**src/rtl/boot_sel_pkg.sv**
```systemverilog
package boot_sel_pkg;

  typedef enum logic [1:0] {
    SRC_MAIN = 2'd0,
    SRC_SYS  = 2'd1,
    SRC_SRAM = 2'd2,
    SRC_EXT  = 2'd3
  } bootSrc_e;

  localparam int NUM_SRC = 4;

  typedef struct packed {
    logic loadOpt;    // option load: refresh the empty flag
    logic latchBoot;  // capture the boot decision
    logic swEnable;   // software writes accepted
  } bootStrb_t;

  function automatic bootSrc_e decideBoot(
    input logic pinSel,
    input logic pin,
    input logic swBoot,
    input logic secBootN,
    input logic blank
  );
    logic effBoot;
    effBoot = pinSel ? pin : ~swBoot;
    if (!effBoot) begin
      decideBoot = (pinSel && blank) ? SRC_SYS : SRC_MAIN;
    end else begin
      decideBoot = secBootN ? SRC_SYS : SRC_SRAM;
    end
  endfunction

endpackage

```
**src/rtl/boot_sel_ctrl.sv**
```systemverilog
module boot_sel_ctrl
  import boot_sel_pkg::*;
(
  input  logic      clk,
  input  logic      rstN,
  input  logic      standbyExit,
  output bootStrb_t strb,
  output logic      bootValid
);

  typedef enum logic [1:0] {
    ST_LOAD     = 2'd0,
    ST_RUN      = 2'd1,
    ST_RESAMPLE = 2'd2
  } ctrlState_e;

  ctrlState_e state, stateNext;

  always_comb begin
    stateNext = state;
    case (state)
      ST_LOAD:     stateNext = ST_RUN;
      ST_RUN:      if (standbyExit) stateNext = ST_RESAMPLE;
      ST_RESAMPLE: stateNext = ST_RUN;
      default:     stateNext = ST_LOAD;
    endcase
  end

  always_ff @(posedge clk or negedge rstN) begin
    if (!rstN) state <= ST_LOAD;
    else       state <= stateNext;
  end

  always_comb begin
    strb.loadOpt   = (state == ST_LOAD);
    strb.latchBoot = (state == ST_LOAD) || (state == ST_RESAMPLE);
    strb.swEnable  = (state == ST_RUN);
  end

  assign bootValid = (state == ST_RUN);

  // the option load happens once per reset
  p_load_once_r5: assert property (@(posedge clk) disable iff (!rstN)
    strb.loadOpt |=> !strb.loadOpt);

  // a standby pulse while idle leads to a capture on the next cycle
  p_resample_r8: assert property (@(posedge clk) disable iff (!rstN)
    (bootValid && standbyExit) |=> (strb.latchBoot && !bootValid));

endmodule

```
**src/rtl/boot_sel_dp.sv**
```systemverilog
module boot_sel_dp
  import boot_sel_pkg::*;
#(
  parameter int FLASH_W = 32
) (
  input  logic               clk,
  input  logic               rstN,
  input  bootStrb_t          strb,
  input  logic               bootPin,
  input  logic               optPinSel,
  input  logic               optSwBoot,
  input  logic               optSecBootN,
  input  logic [FLASH_W-1:0] flashWord0,
  input  logic               emptyWrEn,
  input  logic               emptyWrVal,
  input  logic               remapWrEn,
  input  bootSrc_e           remapWrVal,
  output bootSrc_e           bootSel,
  output bootSrc_e           aliasSel,
  output logic               emptyFlag
);

  localparam logic [FLASH_W-1:0] BLANK_WORD = {FLASH_W{1'b1}};

  logic     flashBlank;
  logic     blankForDecision;
  bootSrc_e decided;

  assign flashBlank = (flashWord0 == BLANK_WORD);
  // during option load the fresh check is used, afterwards the stored flag
  assign blankForDecision = strb.loadOpt ? flashBlank : emptyFlag;
  assign decided = decideBoot(optPinSel, bootPin, optSwBoot, optSecBootN,
                              blankForDecision);

  always_ff @(posedge clk or negedge rstN) begin
    if (!rstN) begin
      emptyFlag <= 1'b0;
    end else if (strb.loadOpt) begin
      emptyFlag <= flashBlank;
    end else if (strb.swEnable && emptyWrEn) begin
      emptyFlag <= emptyWrVal;
    end
  end

  always_ff @(posedge clk or negedge rstN) begin
    if (!rstN) begin
      bootSel  <= SRC_MAIN;
      aliasSel <= SRC_MAIN;
    end else if (strb.latchBoot) begin
      bootSel  <= decided;
      aliasSel <= decided;
    end else if (strb.swEnable && remapWrEn) begin
      aliasSel <= remapWrVal;
    end
  end

  // the boot selection moves only on a capture strobe
  p_boot_hold_r7: assert property (@(posedge clk) disable iff (!rstN)
    !strb.latchBoot |=> $stable(bootSel));

  // the flag moves only at option load or a software write
  p_empty_hold_r5: assert property (@(posedge clk) disable iff (!rstN)
    (!strb.loadOpt && !(strb.swEnable && emptyWrEn)) |=> $stable(emptyFlag));

  // the alias matches the boot decision right after a capture
  p_alias_follow_r9: assert property (@(posedge clk) disable iff (!rstN)
    strb.latchBoot |=> (aliasSel == bootSel));

  // external flash is never a boot source
  p_no_ext_boot_r3: assert property (@(posedge clk) disable iff (!rstN)
    bootSel != SRC_EXT);

endmodule

```
**src/rtl/boot_alias_select.sv**
```systemverilog
module boot_alias_select
  import boot_sel_pkg::*;
#(
  parameter int FLASH_W = 32
) (
  input  logic               clk,
  input  logic               rstN,
  input  logic               bootPin,
  input  logic               optPinSel,
  input  logic               optSwBoot,
  input  logic               optSecBootN,
  input  logic [FLASH_W-1:0] flashWord0,
  input  logic               standbyExit,
  input  logic               emptyWrEn,
  input  logic               emptyWrVal,
  input  logic               remapWrEn,
  input  logic [1:0]         remapWrVal,
  output logic [1:0]         bootSel,
  output logic [1:0]         aliasSel,
  output logic [3:0]         aliasOneHot,
  output logic               emptyFlag,
  output logic               bootValid
);

  bootStrb_t strb;
  bootSrc_e  bootSelE;
  bootSrc_e  aliasSelE;

  boot_sel_ctrl u_ctrl (
    .clk        (clk),
    .rstN       (rstN),
    .standbyExit(standbyExit),
    .strb       (strb),
    .bootValid  (bootValid)
  );

  boot_sel_dp #(.FLASH_W(FLASH_W)) u_dp (
    .clk        (clk),
    .rstN       (rstN),
    .strb       (strb),
    .bootPin    (bootPin),
    .optPinSel  (optPinSel),
    .optSwBoot  (optSwBoot),
    .optSecBootN(optSecBootN),
    .flashWord0 (flashWord0),
    .emptyWrEn  (emptyWrEn),
    .emptyWrVal (emptyWrVal),
    .remapWrEn  (remapWrEn),
    .remapWrVal (bootSrc_e'(remapWrVal)),
    .bootSel    (bootSelE),
    .aliasSel   (aliasSelE),
    .emptyFlag  (emptyFlag)
  );

  assign bootSel  = bootSelE;
  assign aliasSel = aliasSelE;

  for (genvar k = 0; k < NUM_SRC; k++) begin : g_onehot
    assign aliasOneHot[k] = (aliasSelE == bootSrc_e'(k));
  end

endmodule

```
**config.mk**
```make
export PLATFORM = sky130hd
export DESIGN_NAME = boot_alias_select
export DESIGN_NICKNAME = d
export VERILOG_FILES = /design/src/rtl/boot_sel_pkg.sv /design/src/rtl/boot_sel_ctrl.sv /design/src/rtl/boot_sel_dp.sv /design/src/rtl/boot_alias_select.sv
export SDC_FILE = /design/constraint.sdc
export NUM_CORES = 1
export LEC_CHECK = 0
export BUFFER_PORTS_ARGS = -buffer_cell sky130_fd_sc_hd__clkbuf_2
export CORE_UTILIZATION = 25
export CTS_CLUSTER_SIZE = 10
export DETAILED_ROUTE_END_ITERATION = 10
export HOLD_SLACK_MARGIN = 0.12
export SETUP_SLACK_MARGIN = 0.3
export SYNTH_ARGS = -nofsm -noshare
export SYNTH_HDL_FRONTEND = slang
export SYNTH_HIERARCHICAL = 1
export SYNTH_SLANG_ARGS = --single-unit
```
**constraint.sdc**
```tcl
create_clock -name clk -period 1.7 [get_ports clk]
set_input_delay 0.34 -clock clk [delete_from_list [all_inputs] [get_ports clk]]
set_output_delay 0.34 -clock clk [all_outputs]
set_load 0.03 [all_outputs]
```
Yosys cells after proc, flatten, opt, wreduce, memory -nomap -nowiden
Cells that the tools add are included.
{"block": "totals", "mem_bits_ro": 0, "output_inout_bits": 10, "latchBits": 0, "mem_count": 0, "register_bits": 7, "ramBits": 0}
{"block": "classes", "shift": 0, "n_div": 0, "n_eq_ne": 7, "n_addsub": 0, "multipliers": 0, "reduce_logical": 9, "bitwise": 1, "magnitude_cmp": 0, "muxes": 11}
{"cell": "32-bit == test (second input constant)", "count": 1}
{"cell": "2-bit 2-to-1 mux", "count": 5}
{"cell": "2-bit == test (second input constant)", "count": 3}
{"cell": "1-bit 2-to-1 mux", "count": 5}
{"cell": "2-bit by 1-bit == test with 1-bit output (second input constant)", "count": 2}
{"cell": "2-bit zero test", "count": 2}
{"cell": "2-bit case mux with 2 select lines", "count": 1}
{"cell": "2-bit nonzero test", "count": 2}
{"cell": "1-bit logical AND", "count": 3}
{"cell": "2-bit != test (second input constant)", "count": 1}
{"cell": "2-bit OR reduction", "count": 1}
{"cell": "1-bit logical OR", "count": 1}
{"cell": "1-bit inverter", "count": 1}

Logic depth before layout (Yosys ltp)
Gate-level depths: netlist of the first run.
{"block": "logic_depth", "depth_word": 6, "mapped_depth": 6}

Hierarchy
The synthesis of the first run kept the hierarchy.
{"mod": "boot_sel_dp", "cells_per_inst": 41, "seq_area_each_um2": 125.1, "n_inst": 1, "area_each_um2": 362.8}
{"mod": "boot_sel_ctrl", "cells_per_inst": 8, "seq_area_each_um2": 50.0, "n_inst": 1, "area_each_um2": 88.8}
{"mod": "boot_alias_select", "cells_per_inst": 4, "seq_area_each_um2": 0.0, "n_inst": 1, "area_each_um2": 26.3}

Worst setup path after synthesis of the first run
No wires, ideal clock.
{"block": "synth_timing", "kind": "flip-flop to output port", "startpoint": "register u_dp.aliasSel[0]", "endpoint": "output port aliasOneHot[1]", "n_path_buf": 0, "path_stages_with_launch": 2, "path_slack_ps": 307, "arrival_ps": 1053, "t_required_ps": 1360, "path_cell_list": "dfrtp_1 nor2b_1"}
{"block": "synth_between", "elab_chain_len": 1}
{"item": "start: declaration", "line_no": "boot_sel_dp.sv:19", "text": "output bootSrc_e aliasSel,"}
{"item": "start signal: assignment", "line_no": "boot_sel_dp.sv:51", "text": "aliasSel <= decided;"}
{"item": "start signal: assignment", "line_no": "boot_sel_dp.sv:53", "text": "aliasSel <= remapWrVal;"}
{"item": "2-bit by 1-bit == test with 1-bit output", "line_no": "boot_alias_select.sv:59", "text": "assign aliasOneHot[k] = (aliasSelE == bootSrc_e'(k));"}
{"item": "end: declaration", "line_no": "boot_alias_select.sv:20", "text": "output logic [3:0] aliasOneHot,"}
Every way passes these cells.

Worst setup path after layout of the first run
{"block": "layout_timing", "startpoint": "register u_ctrl.state[0]", "endpoint": "output port bootValid"}
{"block": "layout_between", "elab_chain_len": 1}
{"item": "start: declaration", "line_no": "boot_sel_ctrl.sv:17", "text": "ctrlState_e state, stateNext;"}
{"item": "start signal: assignment", "line_no": "boot_sel_ctrl.sv:31", "text": "else state <= stateNext;"}
{"item": "2-bit by 1-bit == test with 1-bit output", "line_no": "boot_sel_ctrl.sv:40", "text": "assign bootValid = (state == ST_RUN);"}
{"item": "end: declaration", "line_no": "boot_alias_select.sv:22", "text": "output logic bootValid"}
Every way passes these cells.

==> metrics.md, run 1 <==
| Metric | Value |
|---|---|
| # DRC | `0` |
| Setup violators final | `0` |
| Internal Pwr Total | `between 500 and 600 µW` |
| Count of final hold-check violations | `0` |
| Delay-heaviest family, CP | `flip-flops` |
| Beginning of the critical path | `u_ctrl/state[0]` |
| Die area | `approximately 2100 µm²` |
| Gr ovfl total | `0` |
| CTS buffer count | `3` |
| IO Port Bufs | `53` |
| Final period utilization | `0.809` |
| Crit end category | `output port` |
| Hold WC Path Type | `in2reg` |
| H-tree levels | `1` |
| Mapped Cells | `53` |
| Worst slew margin | `0.808` |
| WL final | `1480 µm` |
| 1st-iter DRT viols | `8` |
| Maximum fanout along the worst path | `5` |
| Critical Path Stages | `2` |
| CP Class | `reg2out` |
| Largest net degree at the start of global routing | `10` |
| Initial antenna violation count | `0` |
| CP arrival | `1.04 ns` |
| Worst setup path endpoint | `bootValid` |
| Final Cell Area | `876 µm²` |
| Buf/Inv on CP | `1` |
| Clock network power share | `0.169` |
| Max Clk Rate | `727 MHz` |
| Reg clk slew, reported paths | `~0.05 ns` |
| Post-Syn Nets | `97` |
| Critical Path RT | `~1.4 ns` |
| DR vias | `654` |
| Core ar. | `approximately 1800 µm²` |
| CTS tree | `yes` |
| Final Skew | `0.00186 ns` |
| Worst Reg2Reg Path Length in Cells | `5` |
| Synthesized area | `478 µm²` |
| Drt first pass iters | `4` |
| Crit-path cells | `and2b_2 -> buf_8` |
| Flops & latches, synth | `7` |
| Reg2reg end | `u_dp/aliasSel[0]` |
| Post-DP HPWL | `1210 µm` |
| Gr usage total | `0.153` |
| GPL Wtd Cong | `0.725` |
| Sink Count | `7` |
| Clk Latency, worst-skew pair | `0.25 ns` |
| Status | `finished, final reports clean` |
| Fin. max-slew vios | `0` |
| Global-route wire length before repair | `2210 µm` |
| Seq pwr share | `0.269` |
| RSZ-0062 raised after global routing | `true` |
| Routed len/inst | `10.6 µm` |
| Die height | `45.7 µm` |
| Row cnt | `15` |
| Seq/Total Area, Yosys | `0.366` |
| Max-cap viol count | `0` |
| Peak supply drop | `486 µV` |
| Least-Margin Pin Slew | `0.285 ns` |
| CP max stage delay | `0.41 ns` |
| Max Root-Sink Buffers | `2` |
| Synth warnings | `6` |
| Synth unique cells | `28` |
| # IOs | `54` |
| R2r setup slk | `0.35 ns` |
| ANT nets after route | `0` |
| Total power divided by cell area | `1030 nW/µm²` |
| Syn-to-layout area delta | `83.2%` |
| Chip Width | `around 46 µm` |
| Syn avg cell area | `9.02 µm²` |
| Antenna diodes | `0` |
| Startpoint Class | `register` |
| Initial Util | `0.271` |
| Vias in the first global route | `555` |
| CTS root buffer | `clkbuf_4` |
| Static leakage | `0.000452 µW` |
| DR vias/cell | `4.67` |
| NetSw | `369 µW` |
| Critical Path Slowest Stage Cell | `dfrtp_1` |
| # nets final | `160` |
| FF-to-FF Start | `u_ctrl/state[0]` |
| Logic pwr share | `0.562` |
| Layout cells sized above 1 | `0.643` |
| Sw frac | `0.408` |
| Period minus WS final | `1.38 ns` |
| Setup TNS | `0 ns` |
| Area after DPL | `756 µm²` |
flip-flops by register name (all words and copies together) (netlist names):
register        flops
u_dp/emptyFlag      1
u_dp/bootSel        2
u_dp/aliasSel       2
u_ctrl/state        2
what timing repair did:
| item | 4_1_cts | 5_1_grt |
|---|---|---|
| hold endpoints to repair | 7 | 0 |
| pin swaps | 0 | 2 |
| setup endpoints to repair | 5 | 6 |
| resized for setup | 6 | 9 |
| gates cloned | 0 | 0 |
| hold buffers | 1 | 0 |
| buffers inserted | 5 | 1 |
through the flow:
step | utilization | hold slack, ns | cells | total power [µW] | setup WS [ns]
floorplan | - | 0.0444 | 53 | 525 | 0.307
global placement | 0.428 | 0.190 | 129 | 646 | 0.342
detailed placement | 0.428 | 0.193 | 129 | 654 | 0.288
CTS | 0.483 | 0.286 | 139 | 884 | 0.296
global route | 0.496 | 0.311 | 140 | 965 | 0.272
finish | 0.496 | 0.292 | 140 | 902 | 0.324
worst register-to-register path, stage by stage, from the launching register on:
cell	delay, ns
dfrtp_1	0.41
nor2_2	0.24
o21ai_2	0.09
or2_4	0.24
a31o_1	0.22
a21oi_2	0.09
layer usage:
| layer | global-route usage | share of wire |
|---|---|---|
| met1 | 0.169 | 0.41 |
| met3 | 0.0357 | 0.12 |
| met2 | 0.274 | 0.48 |
| met5 | 0 | 0 |
| met4 | 0.0706 | 0 |
layout make-up:
class	count	area, µm²
Clock buffer	4	26.3
Timing Repair Buffer	60	345
Inverter	3	11.3
Tap cell	25	31.3
Fill cell	194	888
Multi-Input combinational cell	41	287
Sequential cell	7	175
how the worst min path moves through the flow:
stage / depth (start not counted) / slack (ns) / end / startpoint
2_1_floorplan: 0 / 0.04 / u_ctrl/state[0] / rstN
3_3_place_gp: 1 / 0.19 / u_dp/bootSel[1] / rstN
3_5_place_dp: 1 / 0.19 / u_dp/bootSel[1] / rstN
4_1_cts: 2 / 0.29 / u_ctrl/state[0] / standbyExit
5_1_grt: 2 / 0.31 / u_ctrl/state[0] / standbyExit
6_report: 2 / 0.29 / u_ctrl/state[0] / standbyExit
cells in the mapped netlist, drive strengths merged:
master	number	area, µm²
dfrtp	7	175
a31o	1	8.76
a21oi	2	13.8
and3b	1	10.0
a311oi	1	8.76
a21boi	1	7.51
a211oi	2	15.0
and2	1	7.51
or2	1	8.76
nor4	2	12.5
o21bai	1	7.51
nor2	4	15.0
nand2b	2	12.5
o21ai	3	18.8
o22a	1	10.0
nand2	2	7.51
and3	1	6.26
o22ai	1	6.26
nand4	9	56.3
nor2b	1	6.26
buf	2	18.8
o221a	1	11.3
nand3	1	5.00
inv	3	11.3
and2b	2	17.5
power by group through the flow:
stage,logic [µW],registers (µW),clock network (µW)
floorplan,215,310,0
global placement,400,246,0
detailed placement,405,249,0
CTS,477,245,162
global route,548,252,166
finish,507,243,153
cell usage in the layout (no fill, tap or decap), drive strengths merged:
master and n:
o221a 1, nand2b 2, buf 10, o22a 1, and2 1, nor4 2, inv 3, nand2 2
nor2 4, nand4 9, dlygate4sd3 1, a21boi 1, nor2b 1, a21oi 2, or2 1, and2b 2
o22ai 1, a31o 1, a211oi 2, o21ai 3, and3 1, dfrtp 7, nand3 1, a311oi 1
and3b 1, o21bai 1, clkbuf 53
cell families (layout without fill, tap and decap cells):
logic type	Yosys count	count (layout)	synth area share
DFF	7	7	0.366
AOI/OAI and AO/OA	14	14	0.225
buffers and inverters	5	67	0.0628
and+or+nand+nor	27	27	0.346
Note: power is estimated with default switching activity, not from simulation.
==> run 2, diff against run 1 <==
Clock period 1.7 ns to 1.31 ns, I/O delays scaled along.
==> run 2 against run 1 <==
  * The run now ends with setup timing left
  * Worst hold slack worse by 0.076 ns
  * Combinational power up 82%
  * Via count up 7.0%
  * Core utilization up 9.8 points
  * Clock power up 29%
  * Clock skew up 0.0038 ns
  * Setup slack worse by 0.37 ns
  * Critical endpoint unchanged
==> metrics.md, run 2 (synthesized netlist as in run 1, its figures left out) <==
| Metric | Value |
|---|---|
| Leading cell type in the layout, fill and taps excluded | `clkbuf_2` |
| Max Clk Rate | `about 740 MHz` |
| Post-DP HPWL | `1290 µm` |
| CP arrival | `~1.1 ns` |
| Largest net degree at the start of global routing | `8` |
| Critical Path Slowest Stage Cell | `dfrtp_1` |
| CP Class | `reg2out` |
| Maximum fanout along the worst path | `4` |
| Total power divided by cell area | `1400 nW/µm²` |
| Max Root-Sink Buffers | `2` |
| DR vias | `700` |
| Peak supply drop | `620 µV` |
| Period minus WS final | `1.36 ns` |
| ANT nets after route | `0` |
| Sequential Area | `179 µm²` |
| Final Skew | `0.00571 ns` |
| Biggest regs | `u_ctrl/state (2), u_dp/aliasSel (2), u_dp/bootSel (2)` |
| Total power | `1470 µW` |
| Delay-heaviest family, CP | `flip-flops` |
| # IOs | `54` |
| Sink Count | `7` |
| Row cnt | `15` |
| Buf/Inv on CP | `1` |
| # nets final | `166` |
| Gr usage total | `0.159` |
| Failing checks | `setup timing` |
| Count of final hold-check violations | `0` |
| Crit-path cells | `and2b_4 -> clkbuf_8` |
| Logic pwr share | `0.628` |
| IO Port Bufs | `53` |
| Initial antenna violation count | `0` |
| NetSw | `559 µW` |
| Startpoint Class | `register` |
| Hold WC Path Type | `in2reg` |
| Sw frac | `0.380` |
| Core ar. | `1760 µm²` |
| Clock network power share | `0.134` |
| Least-Margin Pin Slew | `0.276 ns` |
| Routed len/inst | `between 10 and 15 µm` |
| Layout cells sized above 1 | `0.736` |
| Initial Util | `0.271` |
| Chip Width | `45.7 µm` |
| Area of the multi-input gates | `322 µm²` |
| Max-cap viol count | `0` |
| RSZ-0062 raised after global routing | `true` |
| Gr ovfl total | `0` |
| Status | `complete, but fails checks` |
| 1st-iter DRT viols | `7` |
| Hold WS | `between 0.2 and 0.25 ns` |
| Die area | `2090 µm²` |
| Global-route wire length before repair | `~2400 µm` |
| Drt first pass iters | `4` |
| Setup violators final | `3` |
| Most frequent cells in the layout | `clkbuf_2, buf_8, nand4_1` |
| H-tree levels | `1` |
| Fin. max-slew vios | `0` |
| Vias in the first global route | `635` |
| Fill cells | `179` |
| Setup TNS | `-0.0633 ns` |
| DR vias/cell | `4.79` |
| Static leakage | `0.000517 µW` |
| CTS root buffer | `clkbuf_4` |
| CTS tree | `yes` |
| Syn-to-layout area delta | `119%` |
| CP max stage delay | `0.39 ns` |
| WL final | `1650 µm` |
| Critical Path RT | `roughly 1.1 ns` |
| Seq pwr share | `0.239` |
| Worst slew margin | `0.814` |
| Clk Latency, worst-skew pair | `0.25 ns` |
| CTS buffer count | `3` |
| Internal Pwr Total | `912 µW` |
| Reg clk slew, reported paths | `0.05 ns` |
| PnR worst setup slack | `-0.0471 ns` |
| Final period utilization | `1.04` |
| GPL Wtd Cong | `0.751` |
| Antenna diodes | `0` |
| Die height | `45.7 µm` |
| Crit end category | `output port` |
| # DRC | `0` |
[run 2: cell count changes in the layout (fill, tap and decap cells not counted), sizes merged]
cell and delta:
clkbuf -5, buf +11
[run 2: per-layer routing]
| metal | vias up | wire length, µm | GRT usage |
|---|---|---|---|
| li1 | 340 | - | - |
| met1 | 312 | 606 | 0.168 |
| met2 | 48 | 883 | 0.314 |
| met3 | 0 | 160 | 0.0357 |
| met4 | 0 | 0 | 0.0353 |
| met5 | - | 0 | 0 |
[run 2: repair_timing]
action	CTS	global route
buffers inserted	10	0
endpoints found under the setup margin	14	14
cloned	0	0
gates resized for setup	32	14
pin swaps	8	2
hold buffers	1	0
hold endpoints to repair	7	0
[run 2: per-stage QoR]
step | setup WS, ns | std cells | area (µm²) | utilization
detailed placement | 0.00576 | 131 | 791 | 0.448
finish | -0.0471 | 146 | 1050 | 0.594
global route | -0.0911 | 146 | 1050 | 0.594
CTS | -0.0398 | 146 | 1020 | 0.577
global placement | 0.0703 | 131 | 791 | 0.448
floorplan | -0.0174 | 53 | 502 | -
[run 2: area by class of cell]
class                   count  share of cell area
inverters                   3              0.0107
multi-input cells          41               0.307
well taps                  25              0.0298
flip-flops and latches      7               0.171
clock buffers               4              0.0251
repair buffers             66               0.457
[run 2: power by group through the flow]
stage          Clock (µW)  Combinational (µW)  Sequential [µW]
2_1_floorplan           0                 305              420
3_3_place_gp            0                 555              340
3_5_place_dp            0                 562              341
4_1_cts               206                 844              346
5_1_grt               219                 977              359
6_report              197                 923              351
[run 2: path summary, 6_finish.rpt]
| kind | cells after the start | endpoint | from | slack [ns] |
|---|---|---|---|---|
| setup / recovery | 2 | bootValid | u_ctrl/state[1] | -0.05 |
| max in group asynchronous | 2 | u_ctrl/state[0] | rstN | 0.73 |
| hold reg to reg | 1 | u_ctrl/state[0] | u_ctrl/state[1] | 0.51 |
| min in group asynchronous | 2 | u_dp/bootSel[1] | rstN | 0.39 |
| setup reg to reg | 6 | u_dp/emptyFlag | u_ctrl/state[1] | -0.01 |
| hold / removal | 2 | u_ctrl/state[0] | standbyExit | 0.22 |
